===== config.mk =====
export PLATFORM = sky130hd
export DESIGN_NAME = rtc_prescaler
export DESIGN_NICKNAME = d
export VERILOG_FILES = /design/src/rtl/rtc_trim_pkg.sv /design/src/rtl/rtc_trim_sched.sv /design/src/rtl/rtc_sub_div.sv /design/src/rtl/rtc_ready_timer.sv /design/src/rtl/rtc_prescaler.sv
export SDC_FILE = /design/constraint.sdc
export NUM_CORES = 1
export LEC_CHECK = 0
export ABC_CLOCK_PERIOD_IN_PS = 7600
export BUFFER_PORTS_ARGS = -buffer_cell sky130_fd_sc_hd__buf_2
export CAP_MARGIN = 15
export CORE_MARGIN = 2
export CORE_UTILIZATION = 33
export DETAILED_ROUTE_END_ITERATION = 10
export PLACE_DENSITY_LB_ADDON = 0.25
export REMOVE_ABC_BUFFERS = 1
export SLEW_MARGIN = 25
export SYNTH_ARGS = -nofsm -noshare
export SYNTH_HDL_FRONTEND = slang
export SYNTH_SLANG_ARGS = --single-unit
export TNS_END_PERCENT = 10

===== constraint.sdc =====
create_clock -name clk -period 7.6 [get_ports clk]
set_input_delay 0.38 -clock clk [delete_from_list [all_inputs] [get_ports clk]]
set_output_delay 0.38 -clock clk [all_outputs]
set_load 0.1 [all_outputs]

===== src/rtl/rtc_trim_pkg.sv =====
package rtc_trim_pkg;

  typedef enum logic [1:0] {
    TRIM_OFF  = 2'b00,
    TRIM_FAST = 2'b01,
    TRIM_SLOW = 2'b10,
    TRIM_RSVD = 2'b11
  } trim_mode_e;

endpackage


===== src/rtl/rtc_trim_sched.sv =====
module rtc_trim_sched
  import rtc_trim_pkg::*;
#(
  parameter int SHORT_SECS = 10,
  parameter int LONG_SECS  = 60
) (
  input  logic       clk,
  input  logic       rst_n,
  input  logic       start_i,
  input  logic       trim_en_i,
  input  logic       intv10_i,
  input  trim_mode_e mode_i,
  input  logic       wrap_i,
  output logic       trim_add_o,
  output logic       trim_sub_o
);

  localparam int SEC_W = $clog2(LONG_SECS);

  logic             intv_q;
  logic [SEC_W-1:0] sec_q;
  logic [SEC_W-1:0] last_lim;
  logic             at_last;
  logic             trim_ok;

  assign last_lim = intv_q ? SEC_W'(SHORT_SECS - 1) : SEC_W'(LONG_SECS - 1);
  // >= also covers a switch from the long to the short interval mid-way
  assign at_last  = (sec_q >= last_lim);
  assign trim_ok  = start_i && trim_en_i && at_last;

  assign trim_add_o = trim_ok && (mode_i == TRIM_FAST);
  assign trim_sub_o = trim_ok && (mode_i == TRIM_SLOW);

  always_ff @(posedge clk or negedge rst_n) begin
    if (!rst_n) begin
      intv_q <= 1'b0;
      sec_q  <= '0;
    end else begin
      if (mode_i == TRIM_OFF) begin
        intv_q <= intv10_i;
      end
      if (wrap_i) begin
        sec_q <= at_last ? '0 : sec_q + 1'b1;
      end
    end
  end

  assert_intv_locked_R7: assert property (@(posedge clk) disable iff (!rst_n)
    (mode_i != TRIM_OFF) |=> $stable(intv_q));

  assert_trim_exclusive_R2: assert property (@(posedge clk) disable iff (!rst_n)
    !(trim_add_o && trim_sub_o));

endmodule


===== src/rtl/rtc_sub_div.sv =====
module rtc_sub_div #(
  parameter int TICKS_PER_SEC = 32768,
  parameter int TRIM_W        = 6,
  parameter int TAP_RATE      = 64
) (
  input  logic              clk,
  input  logic              rst_n,
  input  logic              start_i,
  input  logic              add_i,
  input  logic              sub_i,
  input  logic [TRIM_W-1:0] amt_i,
  output logic              wrap_o,
  output logic              tick_o,
  output logic              tap_o
);

  localparam int MAX_LEN    = TICKS_PER_SEC + (1 << TRIM_W);
  localparam int SUB_W      = $clog2(MAX_LEN);
  localparam int TAP_PERIOD = TICKS_PER_SEC / TAP_RATE;
  localparam int TAP_LSB    = $clog2(TAP_PERIOD);
  localparam logic [SUB_W-1:0] BASE_TERM = SUB_W'(TICKS_PER_SEC - 1);

  logic [SUB_W-1:0] sub_q;
  logic [SUB_W-1:0] term;
  logic [SUB_W-1:0] amt_ext;
  logic             tap_hit;
  logic             tick_q;
  logic             tap_q;

  assign amt_ext = SUB_W'(amt_i);

  always_comb begin
    term = BASE_TERM;
    if (add_i) begin
      term = BASE_TERM - amt_ext;
    end else if (sub_i) begin
      term = BASE_TERM + amt_ext;
    end
  end

  // >= keeps the count bounded if the trim settings change mid-second
  assign wrap_o = start_i && (sub_q >= term);

  generate
    if (TAP_LSB == 0) begin : g_tap_every
      assign tap_hit = 1'b1;
    end else begin : g_tap_mask
      assign tap_hit = &sub_q[TAP_LSB-1:0];
    end
  endgenerate

  always_ff @(posedge clk or negedge rst_n) begin
    if (!rst_n) begin
      sub_q  <= '0;
      tick_q <= 1'b0;
      tap_q  <= 1'b0;
    end else begin
      tick_q <= wrap_o;
      tap_q  <= start_i && tap_hit;
      if (start_i) begin
        sub_q <= wrap_o ? '0 : sub_q + 1'b1;
      end
    end
  end

  assign tick_o = tick_q;
  assign tap_o  = tap_q;

  assert_sub_bound_R3: assert property (@(posedge clk) disable iff (!rst_n)
    sub_q <= SUB_W'(MAX_LEN - 1));

  assert_tick_gated_R8: assert property (@(posedge clk) disable iff (!rst_n)
    !start_i |=> !tick_o);

  assert_tap_gated_R10: assert property (@(posedge clk) disable iff (!rst_n)
    !start_i |=> !tap_o);

  assert_tick_single_R11: assert property (@(posedge clk) disable iff (!rst_n)
    tick_o |=> !tick_o);

endmodule


===== src/rtl/rtc_ready_timer.sv =====
module rtc_ready_timer #(
  parameter int READY_CYCLES = 256
) (
  input  logic clk,
  input  logic rst_n,
  input  logic start_i,
  output logic ready_o
);

  localparam int CNT_W = $clog2(READY_CYCLES + 1);
  localparam logic [CNT_W-1:0] CNT_DONE = CNT_W'(READY_CYCLES);

  logic [CNT_W-1:0] run_q;

  always_ff @(posedge clk or negedge rst_n) begin
    if (!rst_n) begin
      run_q <= '0;
    end else if (!start_i) begin
      run_q <= '0;
    end else if (run_q != CNT_DONE) begin
      run_q <= run_q + 1'b1;
    end
  end

  assign ready_o = (run_q == CNT_DONE);

  assert_ready_gated_R9: assert property (@(posedge clk) disable iff (!rst_n)
    !start_i |=> !ready_o);

  assert_ready_rise_R9: assert property (@(posedge clk) disable iff (!rst_n)
    $rose(ready_o) |-> $past(start_i));

endmodule


===== src/rtl/rtc_prescaler.sv =====
module rtc_prescaler
  import rtc_trim_pkg::*;
#(
  parameter int TICKS_PER_SEC = 32768,
  parameter int TRIM_W        = 6,
  parameter int TAP_RATE      = 64,
  parameter int SHORT_SECS    = 10,
  parameter int LONG_SECS     = 60,
  parameter int READY_CYCLES  = 256
) (
  input  logic              clk,
  input  logic              rst_n,
  input  logic              start_i,
  input  logic              trim_en_i,
  input  logic              intv10_i,
  input  logic [1:0]        trim_mode_i,
  input  logic [TRIM_W-1:0] trim_cycles_i,
  output logic              sec_tick_o,
  output logic              tap64_o,
  output logic              ready_o
);

  trim_mode_e mode;
  logic       wrap;
  logic       trim_add;
  logic       trim_sub;

  assign mode = trim_mode_e'(trim_mode_i);

  rtc_trim_sched #(
    .SHORT_SECS (SHORT_SECS),
    .LONG_SECS  (LONG_SECS)
  ) u_sched (
    .clk        (clk),
    .rst_n      (rst_n),
    .start_i    (start_i),
    .trim_en_i  (trim_en_i),
    .intv10_i   (intv10_i),
    .mode_i     (mode),
    .wrap_i     (wrap),
    .trim_add_o (trim_add),
    .trim_sub_o (trim_sub)
  );

  rtc_sub_div #(
    .TICKS_PER_SEC (TICKS_PER_SEC),
    .TRIM_W        (TRIM_W),
    .TAP_RATE      (TAP_RATE)
  ) u_div (
    .clk     (clk),
    .rst_n   (rst_n),
    .start_i (start_i),
    .add_i   (trim_add),
    .sub_i   (trim_sub),
    .amt_i   (trim_cycles_i),
    .wrap_o  (wrap),
    .tick_o  (sec_tick_o),
    .tap_o   (tap64_o)
  );

  rtc_ready_timer #(
    .READY_CYCLES (READY_CYCLES)
  ) u_ready (
    .clk     (clk),
    .rst_n   (rst_n),
    .start_i (start_i),
    .ready_o (ready_o)
  );

endmodule


# == Word level (Yosys, flattened, before mapping) ==
# Cells that the tools add are included.
# classes
reduce_logical,8
add_sub_neg,5
n_mux,7
eq_ne,5
n_lt_le_gt_ge,2
# ops
operator,n
$mux W16,3
$mux W9,2
$add A15 B6 Y16 const A,1
$add A16 B1 Y16 const B,1
$ge A16 B16 Y1,1
$sub A15 B6 Y16 const A,1
$mux W6,2
$add A9 B1 Y9 const B,1
$eq A9 B9 Y1 const B,1
$ne A9 B9 Y1 const B,1
$reduce_and A9 Y1,1
$add A6 B1 Y6 const B,1
$ge A6 B6 Y1,1
$logic_and A1 B1 Y1,6
$eq A2 B1 Y1 const B,1
$eq A2 B2 Y1 const B,1
$logic_not A2 Y1,1
$ne A2 B1 Y1 const B,1
# totals
elab_cells,33
out_inout_bits,3
regBits,34

# == Longest topological paths before layout ==
# Gate-level depths: netlist of the first run.
# logic_depth
ltp_word,9
ltp_mapped,15
ltp_nobuf,13

# == Modules after synthesis ==
# A second synthesis of the first run with hierarchy kept.
# unflattened
hier_cells,270
area_unflattened_um2,2488.6
# modules_own_cells
module,n_inst,area_each_um2,cells_each
rtc_sub_div,1,1521.5,175
rtc_ready_timer,1,495.5,50
rtc_trim_sched,1,471.7,45

# == Worst setup path before layout of the first run ==
# OpenSTA, ideal clock, no wires.
# synth_path
path_kind,reg-to-reg
startpoint,reg u_sched.intv_q
endpoint,reg u_sched.sec_q[0]
required_ps,7475
setup_slack_ps,3974
setup_time_ps,125
period_less_slack_ps,3626
path_buffers,1
t_arrival_ps,3501
path_stages_with_launch,15
path_cell_list,dfrtp_1 > ha_1 > nand4b_1 > o221a_2 > or4b_1 > buf_2 > a21oi_2 > inv_1 > ha_1 > nand4_1 > a211o_1 > o32ai_2 > o21ai_2 > clkinv_1 > mux2_2
# synth_between
elab_chain_cells,8
word_cells_on_any_way,10
cone_classes,order compare: 2; mux: 4; reduce/logical: 4
# synth_rtl
item,line,text
"start, declared",rtc_trim_sched.sv:20,logic intv_q;
"start signal, assigned",rtc_trim_sched.sv:40,intv_q <= intv10_i;
$mux W6 *,rtc_trim_sched.sv:26,assign last_lim = intv_q ? SEC_W'(SHORT_SECS - 1) : SEC_W'(LONG_SECS - 1);
$ge A6 B6 Y1 *,rtc_trim_sched.sv:28,assign at_last = (sec_q >= last_lim);
$logic_and A1 B1 Y1,rtc_trim_sched.sv:29,assign trim_ok = start_i && trim_en_i && at_last;
$logic_and A1 B1 Y1,rtc_trim_sched.sv:32,assign trim_sub_o = trim_ok && (mode_i == TRIM_SLOW);
$mux W16,rtc_sub_div.sv:36,end else if (sub_i) begin
$mux W16,rtc_sub_div.sv:34,if (add_i) begin
$ge A16 B16 Y1,rtc_sub_div.sv:42,assign wrap_o = start_i && (sub_q >= term);
$logic_and A1 B1 Y1,rtc_sub_div.sv:42,
"end signal, assigned",rtc_trim_sched.sv:43,sec_q <= at_last ? '0 : sec_q + 1'b1;
"end, declared",rtc_trim_sched.sv:21,logic [SEC_W-1:0] sec_q;
# Every way passes the cells marked *; elsewhere a longest branch is shown, timed or not.
# A chain may end at the register's enable or synchronous reset.

# == Worst setup path after layout of the first run ==
# layout_path
startpoint,reg u_sched.sec_q[4]
endpoint,reg u_sched.sec_q[0]
# layout_between
elab_chain_cells,7
word_cells_on_any_way,9
cone_classes,order compare: 2; mux: 3; reduce/logical: 4
# layout_rtl
item,line
$ge A6 B6 Y1 *,rtc_trim_sched.sv:28
$logic_and A1 B1 Y1,rtc_trim_sched.sv:29
$logic_and A1 B1 Y1,rtc_trim_sched.sv:32
$mux W16,rtc_sub_div.sv:36
$mux W16,rtc_sub_div.sv:34
$ge A16 B16 Y1,rtc_sub_div.sv:42
$logic_and A1 B1 Y1,rtc_sub_div.sv:42
# Marks and branches as above.

==> results of run 1 <==
## power by group through the flow
stage	Sequential, uW	Combinational (uW)	Clock, uW
2_1_floorplan	218	51.6	0
3_3_place_gp	226	69.3	0
6_report	223	69.6	169
5_1_grt	225	80.9	184
4_1_cts	223	71.2	177
3_5_place_dp	226	69.6	0
## final timing paths
| kind | from | end | cells after the start |
|---|---|---|---|
| min reg2reg | u_sched.sec_q[5] | u_sched.sec_q[5] | 1 |
| max | u_sched.sec_q[4] | u_sched.sec_q[0] | 12 |
| max reg2reg | u_sched.sec_q[4] | u_sched.sec_q[0] | 12 |
| min in group clk | intv10_i | u_sched.intv_q | 2 |
| max in group asynchronous | rst_n | u_sched.intv_q | 1 |
| min | rst_n | u_div.tick_o | 1 |
## per-stage QoR
stage	hold slack (ps)	setup WS, ps
after floorplan	84.4	3860
after global placement	507	3340
after detailed placement	507	3310
after CTS	195	3290
after global routing	222	2910
final	161	3300
## cell families (layout without fill, tap and decap cells)
| kind of cell | count (synthesis) | in the layout | synth area share, % |
|---|---|---|---|
| buffers and inverters | 25 | 43 | 4.03 |
| AOI/OAI and AO/OA | 51 | 51 | 15.0 |
| DFF | 34 | 34 | 35.6 |
| muxes | 6 | 6 | 2.67 |
| xor gates and xnor gates | 17 | 17 | 6.23 |
| and+or+nand+nor | 102 | 102 | 22.9 |
| adders and majority gates | 26 | 26 | 13.6 |
## final cells by class
type,instances,area (sq um),share of cell area (%)
Multi-Input combinational cell,202,1440,53.8
Sequential cell,34,851,31.7
Tap cell,99,124,4.61
Clock buffer,6,82.6,3.08
Inverter,21,78.8,2.94
Timing Repair Buffer,15,75.1,2.80
Clock inverter,1,30.0,1.12
## registers in the layout (all words and copies together), names as in the netlist
register and flops:
u_div.tick_o 1, u_ready.run_q 9, u_sched.intv_q 1, u_div.tap_o 1
u_sched.sec_q 6, u_div.sub_q 16
## metal layers
| layer | wire, microns | up-vias |
|---|---|---|
| li1 | - | 974 |
| met1 | 2330 | 915 |
| met2 | 2300 | 14 |
| met3 | 99 | 5 |
| met4 | 54 | 0 |
| met5 | 0 | - |
## cells in the final DEF, fill, tap and decap left out, types with 8 or more instances in the layout
cell type,synthesis,routed
inv_1,20,20
buf_2,2,15
xnor2_1,13,13
nor2_1,25,25
a21oi_1,16,16
ha_1,26,26
nor3_1,8,8
nand2_1,19,19
nand3_1,10,10
nand4_1,11,11
o21ai_0,9,9
dfrtp_1,34,34
==> impl_metrics.env, run 1 <==
export IMPL_status="complete, no violations"
export IMPL_cts_setup_buffers=0
export IMPL_ys_warnings_count=0
export IMPL_io_pins=16
export IMPL_port_buffers=15
export IMPL_start_util_pct=33.5
export IMPL_critPathTopFamily="compound AO/OA/AOI/OAI gates"
export IMPL_final_cell_area_sq_mm=0.00269
export IMPL_hold_class="input port to async pin"
export IMPL_slew_headroom_pct=49.2
export IMPL_vias_per_cell=5.05
export IMPL_core_area_sq_mm=0.00714
export IMPL_fp_dieW_microns=89.1
export IMPL_worstPathMaxFanout=17
export IMPL_busiest_layer="met2"
export IMPL_power_per_cell_area_mw_per_mm2=172
export IMPL_p_sw_share_pct=27.4
export IMPL_slew_violations=0
export IMPL_path_buf_inv=2
export IMPL_critPathArrivalTime_ps=4470
export IMPL_start_kind="flip-flop"
export IMPL_cts_sinks=34
export IMPL_final_hold_viol_count=0
export IMPL_ant_nets=0
export IMPL_synth_avg_cell_area_sq_um=9.16
export IMPL_htree_levels=2
export IMPL_syn2layout_area_growth_pct=12.3
export IMPL_p_leak_uw=0.00124
export IMPL_drc=0
export IMPL_worstMarginPinSlew_ps=762
export IMPL_yosys_most_used_dff="dfrtp_1"
export IMPL_intPower_uw=335
export IMPL_synth_edf_count=0
export IMPL_synth_top_cells_by_count="dfrtp_1 (34), ha_1 (26), nor2_1 (25), inv_1 (20), nand2_1 (19)"
export IMPL_clock_skew_ps=4.44
export IMPL_die_area_sq_mm=0.00794
export IMPL_cts_tree="built"
export IMPL_max_freq_ghz=0.232
export IMPL_path_cells="ha_1, nand4b_1, o221a_2, nor4b_1, inv_1, o21ai_0, ha_1, a2111oi_4, o32ai_2, o21ai_2, clkinv_1, mux2_2"
export IMPL_synth_cells=261
export IMPL_critPathMaxStageDelay_ps=630
export IMPL_drive_gt1_share_pct=12.9
export IMPL_num_rows=31
export IMPL_netlist_area_leader_share_pct=35.6
export IMPL_place_area_sq_mm=0.00257
export IMPL_switching_power_uw=126
export IMPL_async_flop_share_pct=100
export IMPL_tns_ps=0
export IMPL_hpwl_microns=3640
export IMPL_synthTopCellsByArea="dfrtp_1 (36%), ha_1 (14%), xnor2_1 (4.8%), nor2_1 (3.9%), a21oi_1 (3.3%)"
export IMPL_cts_repair_resized=0
export IMPL_nets=318
export IMPL_ys_seq_area_share_pct=35.6
export IMPL_grt_pass1_vias=1791
export IMPL_period_needed_ps=4300
export IMPL_synth_seq_cells=34
export IMPL_use_met2_pct=21.1
export IMPL_setup_viol=0
export IMPL_tritoncts_num_buffers=5
export IMPL_cts_root_buffer="clkbuf_8"
export IMPL_cts_hold_buffers=0
export IMPL_drv_cap=0
export IMPL_overflow=0
export IMPL_fin_total_pwr_uw=462
export IMPL_crit_path_top_delay_cell="nor4b_1"
export IMPL_pwr_share_seq_pct=48.2
export IMPL_utilization_pct=37.6
export IMPL_clk_pin_slew_ps=70
export IMPL_die_h_microns=89.1
export IMPL_synthesis_area_sq_mm=0.00239
export IMPL_num_vias=1908
export IMPL_grt_use_met3_pct=2.86
export IMPL_yosysMostFrequentCell="dfrtp_1"
export IMPL_diodes=0
export IMPL_nFillCells=757
export IMPL_grt_first_pass_wirelength_microns=8380
export IMPL_insertion_delay_ps=280
export IMPL_crit_required_ps=7770
export IMPL_end_kind="flip-flop"
export IMPL_ys_types=53
export IMPL_comb_power_share_pct=15.1
export IMPL_wl_per_cell_microns=12.7
export IMPL_finalCritPeriodShare_pct=56.6
export IMPL_gp_congestion=0.808
export IMPL_wl_microns=4790
export IMPL_crit_top_cell="ha_1"
export IMPL_p_clk_share_pct=36.7
export IMPL_first_iter_violations=57
export IMPL_finalNonFillerCells=378
export IMPL_path_class="flip-flop to flip-flop"
export IMPL_place_inst=371
export IMPL_peakVddDrop_mv=0.0911
export IMPL_grtUsageMet1_pct=18.7
export IMPL_grtUsageTotal_pct=13.4
export IMPL_antenna_found_initial=0
export IMPL_rsz0062_at_grt="no"
export IMPL_synth_top_cell_by_area="dfrtp_1"
export IMPL_dr_pass1_iters=4
export IMPL_grt_max_degree=35
export IMPL_cts_buffer_depth=2
export IMPL_r2r_setup_slack_ps=3300
(Power assumes the default switching activity.)
==> run 2, diff against run 1 <==
- ABC_CLOCK_PERIOD_IN_PS: 7600 -> 3500
- clock period: 7.6 -> 3.5 ns (I/O delays scaled with it)
==> run 2 against run 1 <==
The run now ends with setup timing left; register-to-register slack worse by 3400 ps; power is 140% higher; sequential share of layout area is 3.0 points lower; combinational power is 130% higher; fmax is 18% higher; cell area is 11% higher; largest cell class unchanged; largest power group unchanged.
==> impl_metrics.env, run 2 (synthesis results as in run 1) <==
export IMPL_cts_tree="built"
export IMPL_crit_top_cell="ha_4"
export IMPL_clock_skew_ps=11.8
export IMPL_crit_required_ps=3680
export IMPL_overflow=0
export IMPL_nFillCells=733
export IMPL_crit_path_top_delay_cell="or4b_4"
export IMPL_tns_ps=-942
export IMPL_core_area_sq_mm=0.00714
export IMPL_drv_cap=0
export IMPL_status="finished with violations"
export IMPL_r2r_start="u_sched.intv_q"
export IMPL_wl_per_cell_microns=13.3
export IMPL_vias_per_cell=4.96
export IMPL_period_needed_ps=3630
export IMPL_start_util_pct=33.5
export IMPL_diodes=0
export IMPL_max_freq_ghz=0.275
export IMPL_num_vias=1990
export IMPL_cts_root_buffer="clkbuf_8"
export IMPL_grt_max_degree=35
export IMPL_start_kind="flip-flop"
export IMPL_grtUsageTotal_pct=13.7
export IMPL_critPathMaxStageDelay_ps=610
export IMPL_peakVddDrop_mv=0.177
export IMPL_drive_gt1_share_pct=22.8
export IMPL_place_area_sq_mm=0.00272
export IMPL_gp_congestion=0.779
export IMPL_place_ws_ps=-181
export IMPL_die_h_microns=89.1
export IMPL_setup_viol=19
export IMPL_critPathLaunch="u_sched.intv_q"
export IMPL_dr_pass1_iters=4
export IMPL_io_pins=16
export IMPL_hold_start="intv10_i"
export IMPL_p_leak_uw=0.00137
export IMPL_fp_dieW_microns=89.1
export IMPL_die_area_sq_mm=0.00794
export IMPL_largest_register_ffs=16
export IMPL_hpwl_microns=3900
export IMPL_slew_headroom_pct=47.3
export IMPL_critPathArrivalTime_ps=3810
export IMPL_worstMarginPinSlew_ps=790
export IMPL_rsz0062_at_grt="yes"
export IMPL_tritoncts_num_buffers=5
export IMPL_nets=340
export IMPL_critPathTopFamily="compound AO/OA/AOI/OAI gates"
export IMPL_finalCritPeriodShare_pct=104
export IMPL_path_class="flip-flop to flip-flop"
export IMPL_violations="setup timing"
export IMPL_antenna_found_initial=0
export IMPL_first_iter_violations=32
export IMPL_end_kind="flip-flop"
export IMPL_wl_microns=5320
export IMPL_worstPathMaxFanout=6
export IMPL_clk_pin_slew_ps=80
export IMPL_hold_class="input port to flip-flop"
export IMPL_path_buf_inv=2
export IMPL_final_common_cell="dfrtp_1"
export IMPL_cts_sinks=34
export IMPL_syn2layout_area_growth_pct=24.3
export IMPL_num_rows=31
export IMPL_port_buffers=15
export IMPL_top_regs="u_div.sub_q (16), u_ready.run_q (9), u_sched.sec_q (6)"
export IMPL_ant_nets=0
export IMPL_max_flop_register="u_div.sub_q"
export IMPL_cts_buffer_depth=2
export IMPL_insertion_delay_ps=300
export IMPL_fin_total_pwr_uw=1090
export IMPL_grt_pass1_vias=1815
export IMPL_holdWs_ps=117
export IMPL_slew_violations=0
export IMPL_path_cells="ha_4, nand4b_1, o221a_2, or4b_4, a21oi_4, inv_2, ha_4, nand4_1, a211o_1, o32ai_2, buf_4, o31ai_1, mux2_2"
export IMPL_fin_ws_ps=-131
export IMPL_final_hold_viol_count=0
export IMPL_htree_levels=2
export IMPL_final_cell_area_sq_mm=0.00297
export IMPL_layout_common_cells="dfrtp_1 (33), nor2_1 (25), ha_1 (23)"
export IMPL_grt_first_pass_wirelength_microns=8580
export IMPL_power_per_cell_area_mw_per_mm2=368
export IMPL_drc=0
## run 2: cell types whose count changed in the layout (fill, tap and decap cells not counted), moves of 2 or more
cell / previous run / this run
a31oi_1: 4 / 2
ha_4: 0 / 3
o21ai_1: 0 / 3
ha_1: 26 / 23
a31oi_2: 0 / 2
o21ai_0: 9 / 6
buf_4: 0 / 20
## run 2: repair_timing
item,4_1_cts,5_1_grt
gates resized for setup,5,14
endpoints found under the hold margin,15,0
pin swaps,1,14
hold buffers,1,0
setup buffers,1,1
gates cloned,0,0
endpoints found under the setup margin,20,23
## run 2: stage by stage
| step | std cells | utilization, % |
|---|---|---|
| global placement | 390 | 38.0 |
| global route | 401 | 41.6 |
| floorplan | 257 | - |
| finish | 401 | 41.6 |
| detailed placement | 390 | 38.0 |
| CTS | 400 | 40.5 |
## run 2: layout make-up
type	count	area [sq um]	area share [%]
clock buffers	5	68.8	2.32
clock inverters	3	68.8	2.32
repair buffers	37	255	8.59
well taps	99	124	4.17
flip-flops and latches	34	852	28.7
multi-input cells	202	1520	51.2
inverters	21	80.1	2.69
## run 2: path summary, 6_finish.rpt
path,endpoint,slack [ps],cells after the start
setup / recovery,u_div.sub_q[2],-130,13
hold / removal,u_sched.intv_q,120,2
setup reg to reg,u_div.sub_q[2],-130,13
hold reg to reg,u_sched.sec_q[2],590,2
max in group asynchronous,u_sched.intv_q,2450,2
min in group asynchronous,u_div.tick_o,500,2
## run 2: report_power, final
group / total [uW] / internal (uW) / switching, uW
sequential: 487 / 428 / 58.9
combinational: 162 / 79.0 / 82.8
clock: 446 / 286 / 161
## run 2: metal layers
layer | GRT usage [%] | share of wire (%) | up-vias
met5 | 0 | 0 | -
met4 | 2.85 | 0.73 | 0
met3 | 2.77 | 1.8 | 4
met2 | 22.5 | 50 | 9
met1 | 18.9 | 48 | 953
li1 | - | - | 1024
